File: config.mk
export PLATFORM = sky130hd
export DESIGN_NAME = fpga_cfg_loader
export DESIGN_NICKNAME = d
export VERILOG_FILES = /design/src/rtl/fcl_pkg.sv /design/src/rtl/fcl_delay.sv /design/src/rtl/fcl_spi_tx.sv /design/src/rtl/fpga_cfg_loader.sv
export SDC_FILE = /design/constraint.sdc
export NUM_CORES = 1
export LEC_CHECK = 0
export ABC_AREA = 0
export BUFFER_PORTS_ARGS = -buffer_cell sky130_fd_sc_hd__buf_4
export CAP_MARGIN = 5
export CELL_PAD_IN_SITES_DETAIL_PLACEMENT = 1
export CELL_PAD_IN_SITES_GLOBAL_PLACEMENT = 2
export CORE_ASPECT_RATIO = 0.5
export CORE_MARGIN = 4
export CORE_UTILIZATION = 40
export CTS_CLUSTER_SIZE = 40
export DETAILED_ROUTE_END_ITERATION = 16
export PLACE_DENSITY_LB_ADDON = 0.15
export REMOVE_ABC_BUFFERS = 1
export SLEW_MARGIN = 20
export SYNTH_ARGS = -nofsm -noshare
export SYNTH_HDL_FRONTEND = slang
export SYNTH_SLANG_ARGS = --single-unit
File: constraint.sdc
create_clock -name clk -period 3.64 [get_ports clk]
set_input_delay 0.728 -clock clk [delete_from_list [all_inputs] [get_ports clk]]
set_output_delay 0.728 -clock clk [all_outputs]
set_load 0.01 [all_outputs]
File: src/rtl/fcl_pkg.sv
package fcl_pkg;

   typedef enum logic [3:0] {
      ST_IDLE,
      ST_SETUP,
      ST_POWER,
      ST_GAP,
      ST_SHIFT,
      ST_DUMMY,
      ST_WAIT,
      ST_DONE,
      ST_ERROR
   } fcl_state_e;

   function automatic int fcl_ceil_div(input int num, input int den);
      return (num + den - 1) / den;
   endfunction

   function automatic int fcl_max(input int a, input int b);
      return (a > b) ? a : b;
   endfunction

endpackage

File: src/rtl/fcl_delay.sv
// Down-counting delay timer: load N-1, zero flags after N cycles in a state.
module fcl_delay #(
   parameter int W = 16
) (
   input  logic         clk,
   input  logic         rst_n,
   input  logic         load,
   input  logic [W-1:0] val,
   output logic         zero
);

   logic [W-1:0] cnt_q;

   always_ff @(posedge clk or negedge rst_n) begin
      if (!rst_n)
         cnt_q <= '0;
      else if (load)
         cnt_q <= val;
      else if (cnt_q != '0)
         cnt_q <= cnt_q - 1'b1;
   end

   assign zero = (cnt_q == '0);

endmodule

File: src/rtl/fcl_spi_tx.sv
// Mode-0 SPI shifter: sends NBITS bits MSB first, or NBITS ones when fill is set.
module fcl_spi_tx #(
   parameter int HALF = 4,
   parameter int NBW  = 6
) (
   input  logic           clk,
   input  logic           rst_n,
   input  logic           load,
   input  logic [7:0]     din,
   input  logic [NBW-1:0] nbits,
   input  logic           fill,
   output logic           active,
   output logic           sclk,
   output logic           mosi
);

   logic           act_q;
   logic           sclk_q;
   logic           fill_q;
   logic [7:0]     sh_q;
   logic [NBW-1:0] left_q;
   logic           tick;

   generate
      if (HALF <= 1) begin : g_nodiv
         assign tick = 1'b1;
      end else begin : g_div
         localparam int DW = $clog2(HALF);
         logic [DW-1:0] div_q;
         always_ff @(posedge clk or negedge rst_n) begin
            if (!rst_n)
               div_q <= '0;
            else if (load || !act_q || div_q == DW'(HALF - 1))
               div_q <= '0;
            else
               div_q <= div_q + 1'b1;
         end
         assign tick = (div_q == DW'(HALF - 1));
      end
   endgenerate

   always_ff @(posedge clk or negedge rst_n) begin
      if (!rst_n) begin
         act_q  <= 1'b0;
         sclk_q <= 1'b0;
         fill_q <= 1'b0;
         sh_q   <= '0;
         left_q <= '0;
      end else if (load) begin
         act_q  <= 1'b1;
         sclk_q <= 1'b0;
         fill_q <= fill;
         sh_q   <= din;
         left_q <= nbits;
      end else if (act_q && tick) begin
         if (!sclk_q) begin
            sclk_q <= 1'b1;
         end else begin
            sclk_q <= 1'b0;
            sh_q   <= {sh_q[6:0], 1'b0};
            left_q <= left_q - 1'b1;
            if (left_q == NBW'(1))
               act_q <= 1'b0;
         end
      end
   end

   assign active = act_q;
   assign sclk   = sclk_q;
   assign mosi   = act_q && (fill_q || sh_q[7]);

   // Checker: phase length of sclk
   localparam int HW = $clog2(HALF + 2) + 1;
   logic [HW-1:0] hold_q;
   logic          sclk_p;

   always_ff @(posedge clk or negedge rst_n) begin
      if (!rst_n) begin
         hold_q <= '0;
         sclk_p <= 1'b0;
      end else begin
         sclk_p <= sclk_q;
         if (sclk_q != sclk_p)
            hold_q <= HW'(1);
         else if (hold_q != {HW{1'b1}})
            hold_q <= hold_q + 1'b1;
      end
   end

   a_r6_sclk_phase_len: assert property (@(posedge clk) disable iff (!rst_n)
      (sclk_q != $past(sclk_q)) |-> ($past(hold_q) >= HW'(HALF - 1)));

endmodule

File: src/rtl/fpga_cfg_loader.sv
module fpga_cfg_loader
   import fcl_pkg::*;
#(
   parameter int CLK_HZ     = 200_000_000,
   parameter int SPI_MAX_HZ = 25_000_000,
   parameter int CS_LEAD_US = 1,
   parameter int POWER_US   = 50,
   parameter int CS_GAP_US  = 1,
   parameter int TIMEOUT_US = 100,
   parameter int DUMMY_CLKS = 49
) (
   input  logic       clk,
   input  logic       rst_n,
   input  logic       start,
   input  logic [7:0] cfg_data,
   input  logic       cfg_valid,
   input  logic       cfg_last,
   output logic       cfg_ready,
   input  logic       cfg_done_in,
   output logic       tgt_rst_n,
   output logic       tgt_cs_n,
   output logic       vio_en,
   output logic       vcore_en,
   output logic       sclk,
   output logic       mosi,
   output logic       busy,
   output logic       done,
   output logic       error
);

   localparam int CYC_US  = CLK_HZ / 1_000_000;
   localparam int LEAD_C  = fcl_max(1, CS_LEAD_US * CYC_US);
   localparam int POWER_C = fcl_max(1, POWER_US * CYC_US);
   localparam int GAP_C   = fcl_max(1, CS_GAP_US * CYC_US);
   localparam int TO_C    = fcl_max(1, TIMEOUT_US * CYC_US);
   localparam int HALF    = fcl_ceil_div(CLK_HZ, 2 * SPI_MAX_HZ);
   localparam int TMR_MAX = fcl_max(fcl_max(LEAD_C, POWER_C), fcl_max(GAP_C, TO_C));
   localparam int TW      = $clog2(TMR_MAX + 1);
   localparam int NBW     = $clog2(fcl_max(DUMMY_CLKS, 8) + 1);

   generate
      if (CLK_HZ < 1_000_000) begin : g_bad_clk
         $error("fpga_cfg_loader: CLK_HZ must be at least 1 MHz");
      end
      if (SPI_MAX_HZ <= 0) begin : g_bad_spi
         $error("fpga_cfg_loader: SPI_MAX_HZ must be positive");
      end
      if (DUMMY_CLKS < 1) begin : g_bad_dummy
         $error("fpga_cfg_loader: DUMMY_CLKS must be positive");
      end
   endgenerate

   fcl_state_e     st_q, st_d;
   logic [1:0]     dsync_q;
   logic           done_s;
   logic           last_q;
   logic           rst_hold_q;
   logic           tmr_ld;
   logic [TW-1:0]  tmr_val;
   logic           tmr_zero;
   logic           spi_ld;
   logic           spi_fill;
   logic [NBW-1:0] spi_nb;
   logic           spi_act;
   logic           take;
   logic           idle_like;

   assign done_s    = dsync_q[1];
   assign idle_like = (st_q == ST_IDLE) || (st_q == ST_DONE) || (st_q == ST_ERROR);
   assign cfg_ready = (st_q == ST_SHIFT) && !spi_act && !last_q;
   assign take      = cfg_valid && cfg_ready;

   always_ff @(posedge clk or negedge rst_n) begin
      if (!rst_n)
         dsync_q <= '0;
      else
         dsync_q <= {dsync_q[0], cfg_done_in};
   end

   always_comb begin
      st_d     = st_q;
      tmr_ld   = 1'b0;
      tmr_val  = '0;
      spi_ld   = 1'b0;
      spi_fill = 1'b0;
      spi_nb   = NBW'(8);
      unique case (st_q)
         ST_IDLE, ST_DONE, ST_ERROR: if (start) begin
            st_d    = ST_SETUP;
            tmr_ld  = 1'b1;
            tmr_val = TW'(LEAD_C - 1);
         end
         ST_SETUP: if (tmr_zero) begin
            st_d    = ST_POWER;
            tmr_ld  = 1'b1;
            tmr_val = TW'(POWER_C - 1);
         end
         ST_POWER: if (tmr_zero) begin
            st_d    = ST_GAP;
            tmr_ld  = 1'b1;
            tmr_val = TW'(GAP_C - 1);
         end
         ST_GAP: if (tmr_zero) st_d = ST_SHIFT;
         ST_SHIFT: begin
            if (take) begin
               spi_ld = 1'b1;
            end else if (last_q && !spi_act) begin
               spi_ld   = 1'b1;
               spi_fill = 1'b1;
               spi_nb   = NBW'(DUMMY_CLKS);
               st_d     = ST_DUMMY;
            end
         end
         ST_DUMMY: if (!spi_act) begin
            st_d    = ST_WAIT;
            tmr_ld  = 1'b1;
            tmr_val = TW'(TO_C - 1);
         end
         ST_WAIT: begin
            if (done_s)
               st_d = ST_DONE;
            else if (tmr_zero)
               st_d = ST_ERROR;
         end
         default: st_d = ST_IDLE;
      endcase
   end

   always_ff @(posedge clk or negedge rst_n) begin
      if (!rst_n) begin
         st_q       <= ST_IDLE;
         last_q     <= 1'b0;
         rst_hold_q <= 1'b0;
      end else begin
         st_q <= st_d;
         if (idle_like && start) begin
            last_q     <= 1'b0;
            rst_hold_q <= 1'b1;
         end else if (take && cfg_last) begin
            last_q <= 1'b1;
         end
      end
   end

   fcl_delay #(.W(TW)) u_delay (
      .clk   (clk),
      .rst_n (rst_n),
      .load  (tmr_ld),
      .val   (tmr_val),
      .zero  (tmr_zero)
   );

   fcl_spi_tx #(.HALF(HALF), .NBW(NBW)) u_spi (
      .clk    (clk),
      .rst_n  (rst_n),
      .load   (spi_ld),
      .din    (cfg_data),
      .nbits  (spi_nb),
      .fill   (spi_fill),
      .active (spi_act),
      .sclk   (sclk),
      .mosi   (mosi)
   );

   assign tgt_rst_n = !rst_hold_q;
   assign tgt_cs_n  = !((st_q == ST_SETUP) || (st_q == ST_POWER) ||
                        (st_q == ST_SHIFT) || (st_q == ST_DUMMY));
   assign vio_en    = !((st_q == ST_IDLE) || (st_q == ST_SETUP));
   assign vcore_en  = !((st_q == ST_IDLE) || (st_q == ST_SETUP));
   assign busy      = !idle_like;
   assign done      = (st_q == ST_DONE);
   assign error     = (st_q == ST_ERROR);

   a_r1_reset_held: assert property (@(posedge clk) disable iff (!rst_n)
      (done || error) |-> !tgt_rst_n);

   a_r2_cs_low_at_power: assert property (@(posedge clk) disable iff (!rst_n)
      (vio_en && !$past(vio_en)) |-> (!tgt_cs_n && !$past(tgt_cs_n)));

   a_r3_supplies_held: assert property (@(posedge clk) disable iff (!rst_n)
      (done || error) |-> (vio_en && vcore_en));

   a_r5_ready_in_window: assert property (@(posedge clk) disable iff (!rst_n)
      cfg_ready |-> (!tgt_cs_n && !spi_act));

   a_r7_dummy_ones: assert property (@(posedge clk) disable iff (!rst_n)
      (st_q == ST_DUMMY && sclk) |-> mosi);

   a_r9_timeout_error: assert property (@(posedge clk) disable iff (!rst_n)
      (st_q == ST_WAIT && tmr_zero && !done_s) |=> error);

   a_r10_start_ignored: assert property (@(posedge clk) disable iff (!rst_n)
      (busy && start && st_q != ST_SETUP) |=> (st_q != ST_SETUP));

   a_r11_outcome_excl: assert property (@(posedge clk) disable iff (!rst_n)
      !(done && error));

endmodule

==> results.cfg, run 1 <==
[synth]
synth_area_per_cell_um2 = 9.952
synth_seq_area_share_pct = 44.37
postSynthCellCount = 238
ys_seq_elements = 42
synth_ff_type = dfrtp_1
netlist_area_um2 = 2369
ys_types = 56
synth_warnings = 0
async_reset_ff_share_pct = 100.0
synth_edf_count = 0

[routing]
vias = 1821
drtIter0Drc = 29
viasPerCell = 5.502
finalWirelength_um = 5431
ant_nets = 0
routedWlPerCell_um = 16.41
drt-pass1-iter-count = 4
drc = 0

[outcome]
status = finished clean

[run]
drv_cap = 0

[pwr]
power_frac_seq_pct = 47.0
p_sw_share_pct = 19.66
power.total_mw = 0.9979
combPwrFrac_pct = 2.3
power_density_nw_per_um2 = 368.4
p_sw_mw = 0.1962
static-leakage-power_nw = 1.197
p_int_mw = 0.8017
ir_drop_mv = 0.1797
power_frac_clock_pct = 50.8

[grt]
grt_pass1_wl_um = 9446
grt_overflow = 0
grt_pass1_vias = 1955
antenna_found_initial = 0
globalRouteTotalUtil_pct = 16.42
grt_max_degree = 43

[final_layout]
final_area_um2 = 2709
drive_gt1_share_pct = 16.67
finalNetCount = 275
antenna_cells = 0
stdcell_count = 331
areaGrowthSynthToFinish_pct = 14.37

[clock_network]
root_buffer = clkbuf_16
cts_tree = built
clk_latency_ns = 0.29
cts-resized-gates = 0
numCtsBuffers = 5
clock-sinks = 42
h-tree-depth = 2
postCtsHoldBufs = 0
postCtsSetupBuffers = 0
cts.clk_slew.worst_paths_ns = 0.06
cts_buffer_depth = 2

[floorplan]
start_util_pct = 42.22
die-area_um2 = 7291
die_h_um = 62.41
core-area_um2 = 5610
die_width_um = 116.8
rows = 19
boundaryPins = 24

[place]
place_area_um2 = 2542
portBuffers = 23
gp_congestion = 0.7494
dp_cells = 323
dp_hpwl_um = 3838

[setup_path]
critPathCaptureType = output pin
critical_path_arrival_ns = 1.98
regToRegSetupSlack_ns = 1.20
required_ns = 2.91
critical_path_peak_fanout = 14
critical_path_class = reg -> out
worst_setup_path_start_kind = flip-flop

[timing]
rsz0062_at_grt = false
hold_viol = 0
slew_headroom_pct = 47.18
fmax_mhz = 369.0
max_slew.worst_pin.slew_ns = 0.7813
fin_skew_ns = 0.004891
timing.setup.tns_ns = 0
layout_min_cycle_time_ns = 2.710
setup_viol = 0
period_share_pct = 74.46
drv_slew = 0

[min_path]
min_path_type = reg -> reg
[area by class of cell]
type / instances / area, um2
clock inverters: 2 / 37.54
well taps: 73 / 91.34
fillers: 640 / 2902
flip-flops and latches: 42 / 1051
repair buffers: 23 / 172.7
multi-input cells: 177 / 1197
clock buffers: 6 / 128.9
inverters: 8 / 30.03
[metal layers]
metal / wire length (um) / GRT usage [%] / share of wire [%] / vias up
li1: - / - / - / 884
met1: 2570 / 21.49 / 47 / 910
met2: 2611 / 26.13 / 48 / 19
met3: 177 / 4.642 / 3.3 / 8
met4: 72 / 5.436 / 1.3 / 0
met5: 0 / 0 / 0 / -
[cell families after synthesis]
logic type	Yosys count	synth area share, %
adder cells (fa/ha/maj)	4	2.113
flip-flops	42	44.37
AO/OA/AOI/OAI	56	17.33
buffers and inverters	19	5.071
AND/OR/NAND/NOR	96	23.14
XOR/XNOR	17	6.287
multiplexers	4	1.691
[worst paths after layout]
path                       startpoint                end  cells after the start
hold reg to reg            dsync_q[0]         dsync_q[1]                      0
max in group asynchronous       rst_n         dsync_q[0]                      1
setup reg to reg              st_q[2]      u_spi.sh_q[2]                      5
setup / recovery              st_q[2]          cfg_ready                      4
min in group asynchronous       rst_n  u_delay.cnt_q[12]                      1
hold / removal             dsync_q[0]         dsync_q[1]                      0
[layout by cell type (no fill, tap or decap), types with 2 or more instances in the layout]
master	instances
dfrtp_1	42
nor2_1	26
buf_4	23
nand2_1	17
o21ai_0	15
xnor2_1	9
inv_1	8
nor2b_1	8
a21o_1	8
xor2_1	8
nor3_1	7
nand2b_1	5
a22o_1	5
clkbuf_16	5
o21a_1	4
mux2i_1	4
nand3_1	4
a21oi_1	4
a32oi_1	4
ha_1	4
and2_1	3
or3_1	3
or4_1	3
nor3b_1	2
nor4_1	2
o31ai_1	2
nand4_1	2
a31oi_1	2
[critical path, cell delays in order, from the launching register on]
cell and delay, ns:
dfrtp_1 0.57, or2b_2 0.36, nor4_1 0.43, nor2b_1 0.21, buf_4 0.13
[power by group through the flow]
stage / Sequential (mW) / Clock [mW] / Combinational [mW]
floorplan: 0.477 / 0 / 0.00188
global placement: 0.477 / 0 / 0.0232
detailed placement: 0.477 / 0 / 0.0237
CTS: 0.469 / 0.520 / 0.0237
global route: 0.468 / 0.545 / 0.0258
finish: 0.469 / 0.506 / 0.0227
[flip-flops by register name (all words and copies together) (netlist names)]
name               cells
u_spi.sclk             1
u_spi.left_q           6
st_q                   4
u_spi.sh_q             8
rst_hold_q             1
u_spi.active           1
dsync_q                2
u_delay.cnt_q         15
u_spi.fill_q           1
u_spi.g_div.div_q      2
last_q                 1
[metrics by stage]
stage	hold WS [ns]	setup slack (ns)	utilization, %
final	0.3478	0.9296	48.28
after detailed placement	0.3363	1.151	45.32
after global routing	0.3538	0.6828	48.28
after floorplan	0.3312	1.527	-
after CTS	0.3502	0.8984	48.28
after global placement	0.3341	1.194	45.32
[cells in the mapped netlist, drive strengths merged (4+ instances only)]
| cell | number | area, um2 |
|---|---|---|
| ha | 4 | 50.05 |
| clkbuf | 7 | 56.30 |
| o21ai | 15 | 75.07 |
| buf | 4 | 33.78 |
| nand2b | 5 | 31.28 |
| a21o | 8 | 60.06 |
| mux2i | 4 | 40.04 |
| or4 | 5 | 42.54 |
| and2 | 4 | 26.28 |
| or3 | 4 | 26.28 |
| nor2b | 8 | 50.05 |
| nor2 | 26 | 97.59 |
| inv | 8 | 30.03 |
| xnor2 | 9 | 78.83 |
| a32oi | 4 | 35.03 |
| a22o | 5 | 43.79 |
| nor3 | 8 | 51.30 |
| dfrtp | 42 | 1051 |
| o21a | 4 | 30.03 |
| nand3 | 4 | 20.02 |
| a21oi | 4 | 20.02 |
| xor2 | 8 | 70.07 |
| nand2 | 17 | 63.81 |
Power figures use the tool's default switching activity.
==> run 2, diff against run 1 <==
--- a/config.mk
+++ b/config.mk
@@ -12,7 +12,7 @@
 export CELL_PAD_IN_SITES_GLOBAL_PLACEMENT = 2
 export CORE_ASPECT_RATIO = 0.5
 export CORE_MARGIN = 4
-export CORE_UTILIZATION = 40
+export CORE_UTILIZATION = 37
 export CTS_CLUSTER_SIZE = 40
 export DETAILED_ROUTE_END_ITERATION = 16
 export PLACE_DENSITY_LB_ADDON = 0.15
==> constraint.sdc (replaced) <==
create_clock -name clk -period 2.6 [get_ports clk]
set_input_delay 0.52 -clock clk [delete_from_list [all_inputs] [get_ports clk]]
set_output_delay 0.52 -clock clk [all_outputs]
set_load 0.01 [all_outputs]
==> run 2 against run 1 <==
Final cell count rose by 6.9%; clock-buffer cell count rose by 1; cell area grew 2.2%; sequential share of layout area decreased by 0.84 points; total power up 33%; global-route usage down 0.58 points; setup slack worse by 0.58 ns; register-to-register slack got worse by 0.84 ns.
==> results.cfg, run 2 (same netlist as run 1, synthesis figures left out) <==
[setup_path]
required_ns = 2.08
worst_path_largest_cell_delay_ns = 0.54
crit_end = tgt_cs_n
critPathCaptureType = output pin
critPathLaunch = st_q[1]
cp.buffers_inverters = 2
cp_slowest_cell = dfrtp_1
timing.rr.start = u_delay.cnt_q[9]
rr_worst_depth = 5
worst_setup_path_start_kind = flip-flop
r2r-end = st_q[2]
critical_path_class = reg -> out
crit_family = flip-flops
critical_path_peak_fanout = 14
crit_path_frequent_cell = buf_4
path_cells = buf_4 > o21ai_0 > or3b_2 > buf_4
critical_path_arrival_ns = 1.73
cp.depth = 4
regToRegSetupSlack_ns = 0.36

[timing]
fmax_mhz = 444.4
drv_slew = 0
fin_skew_ns = 0.003412
setup_viol = 0
max_slew.worst_pin.slew_ns = 0.6197
period_share_pct = 86.55
hold_ws_ns = 0.2247
timing.setup.tns_ns = 0
hold_viol = 0
rsz0062_at_grt = false
layout_min_cycle_time_ns = 2.250
slew_headroom_pct = 58.60

[clock_network]
cts.clk_slew.worst_paths_ns = 0.06
postCtsHoldBufs = 0
clock-sinks = 42
cts_buffer_depth = 2
numCtsBuffers = 5
cts_tree = built
clk_latency_ns = 0.29
root_buffer = clkbuf_16
h-tree-depth = 2
postCtsSetupBuffers = 0
cts-resized-gates = 0

[pwr]
static-leakage-power_nw = 1.235
power_density_nw_per_um2 = 479.9
ir_drop_mv = 0.2380
power.total_mw = 1.329

[final_layout]
final_common_cell = dfrtp_1
nFillCells = 707
regMostFlops = u_delay.cnt_q
drive_gt1_share_pct = 19.17
final_area_um2 = 2769
finalNetCount = 283
largest_registers = u_delay.cnt_q x15, u_spi.sh_q x8, u_spi.left_q x6
final_cell_mix = 42 x dfrtp_1, 31 x buf_4, 26 x nor2_1
largest_reg_flops = 15
areaGrowthSynthToFinish_pct = 16.90
utilization_pct = 45.16
antenna_cells = 0

[grt]
grt_pass1_wl_um = 9825
globalRouteTotalUtil_pct = 15.84
antenna_found_initial = 0
grt_pass1_vias = 1955
grt_max_degree = 43
grt_overflow = 0

[place]
dp_hpwl_um = 3949
portBuffers = 23
gp_congestion = 0.7683
place_area_um2 = 2621

[floorplan]
core-area_um2 = 6131
rows = 20
start_util_pct = 38.63
die_h_um = 64.58
boundaryPins = 24
die_width_um = 121.2
die-area_um2 = 7823

[routing]
viasPerCell = 5.124
drt-pass1-iter-count = 4
vias = 1814
routedWlPerCell_um = 15.57
finalWirelength_um = 5513
ant_nets = 0
drtIter0Drc = 112
drc = 0

[outcome]
status = finished clean

[run]
drv_cap = 0

[min_path]
min_path_type = in -> async
==> run 2: cell types whose count changed in the layout (fill, tap and decap cells not counted), sizes merged <==
| cell | previous run | this run |
|---|---|---|
| clkinv | 0 | 1 |
| clkbuf | 6 | 7 |
| buf | 23 | 31 |
| bufinv | 1 | 0 |
| clkinvlp | 1 | 0 |
==> run 2: worst register-to-register path: stages (launching register included) <==
cell       delay (ns)
dfrtp_1          0.42
or4_4            0.55
nand4bb_4        0.30
a221oi_4         0.51
a21boi_1         0.12
a41o_1           0.22
==> run 2: area by class of cell <==
class	instances	area, um2	area share, %
clock buffers	7	142.6	5.151
clock inverters	1	5.005	0.1807
inverters	8	30.03	1.084
multi-input cells	177	1197	43.24
flip-flops and latches	42	1051	37.96
well taps	88	110.1	3.977
repair buffers	31	232.7	8.405
==> run 2: stage by stage <==
step	worst slack, ns	cells
6_report	0.3496	354
5_1_grt	0.2207	354
4_1_cts	0.3115	354
3_5_place_dp	0.3492	346
3_3_place_gp	0.4036	346
2_1_floorplan	0.5495	227
==> run 2: worst min-delay path by stage <==
stage | from | end | slack (ns) | depth (start not counted)
2_1_floorplan | rst_n | dsync_q[0] | 0.22 | 0
3_3_place_gp | dsync_q[0] | dsync_q[1] | 0.34 | 0
3_5_place_dp | dsync_q[0] | dsync_q[1] | 0.34 | 0
4_1_cts | rst_n | u_delay.cnt_q[6] | 0.25 | 1
5_1_grt | rst_n | u_delay.cnt_q[6] | 0.28 | 1
6_report | rst_n | u_delay.cnt_q[6] | 0.22 | 1
==> run 2: per-layer routing <==
metal	routed length (um)	part of all wire (%)	up-vias	track usage (%)
met2	2699	49	18	26.47
met5	0	0	-	0
met4	53	0.96	0	3.771
met3	157	2.8	8	3.923
met1	2603	47	891	20.84
li1	-	-	897	-
==> run 2: where the power goes <==
group	total (mW)	internal [mW]	leakage (nW)	switching [mW]
clock	0.641	0.381	0.0739	0.260
sequential	0.656	0.655	0.495	0.00115
combinational	0.0319	0.0139	0.666	0.0179
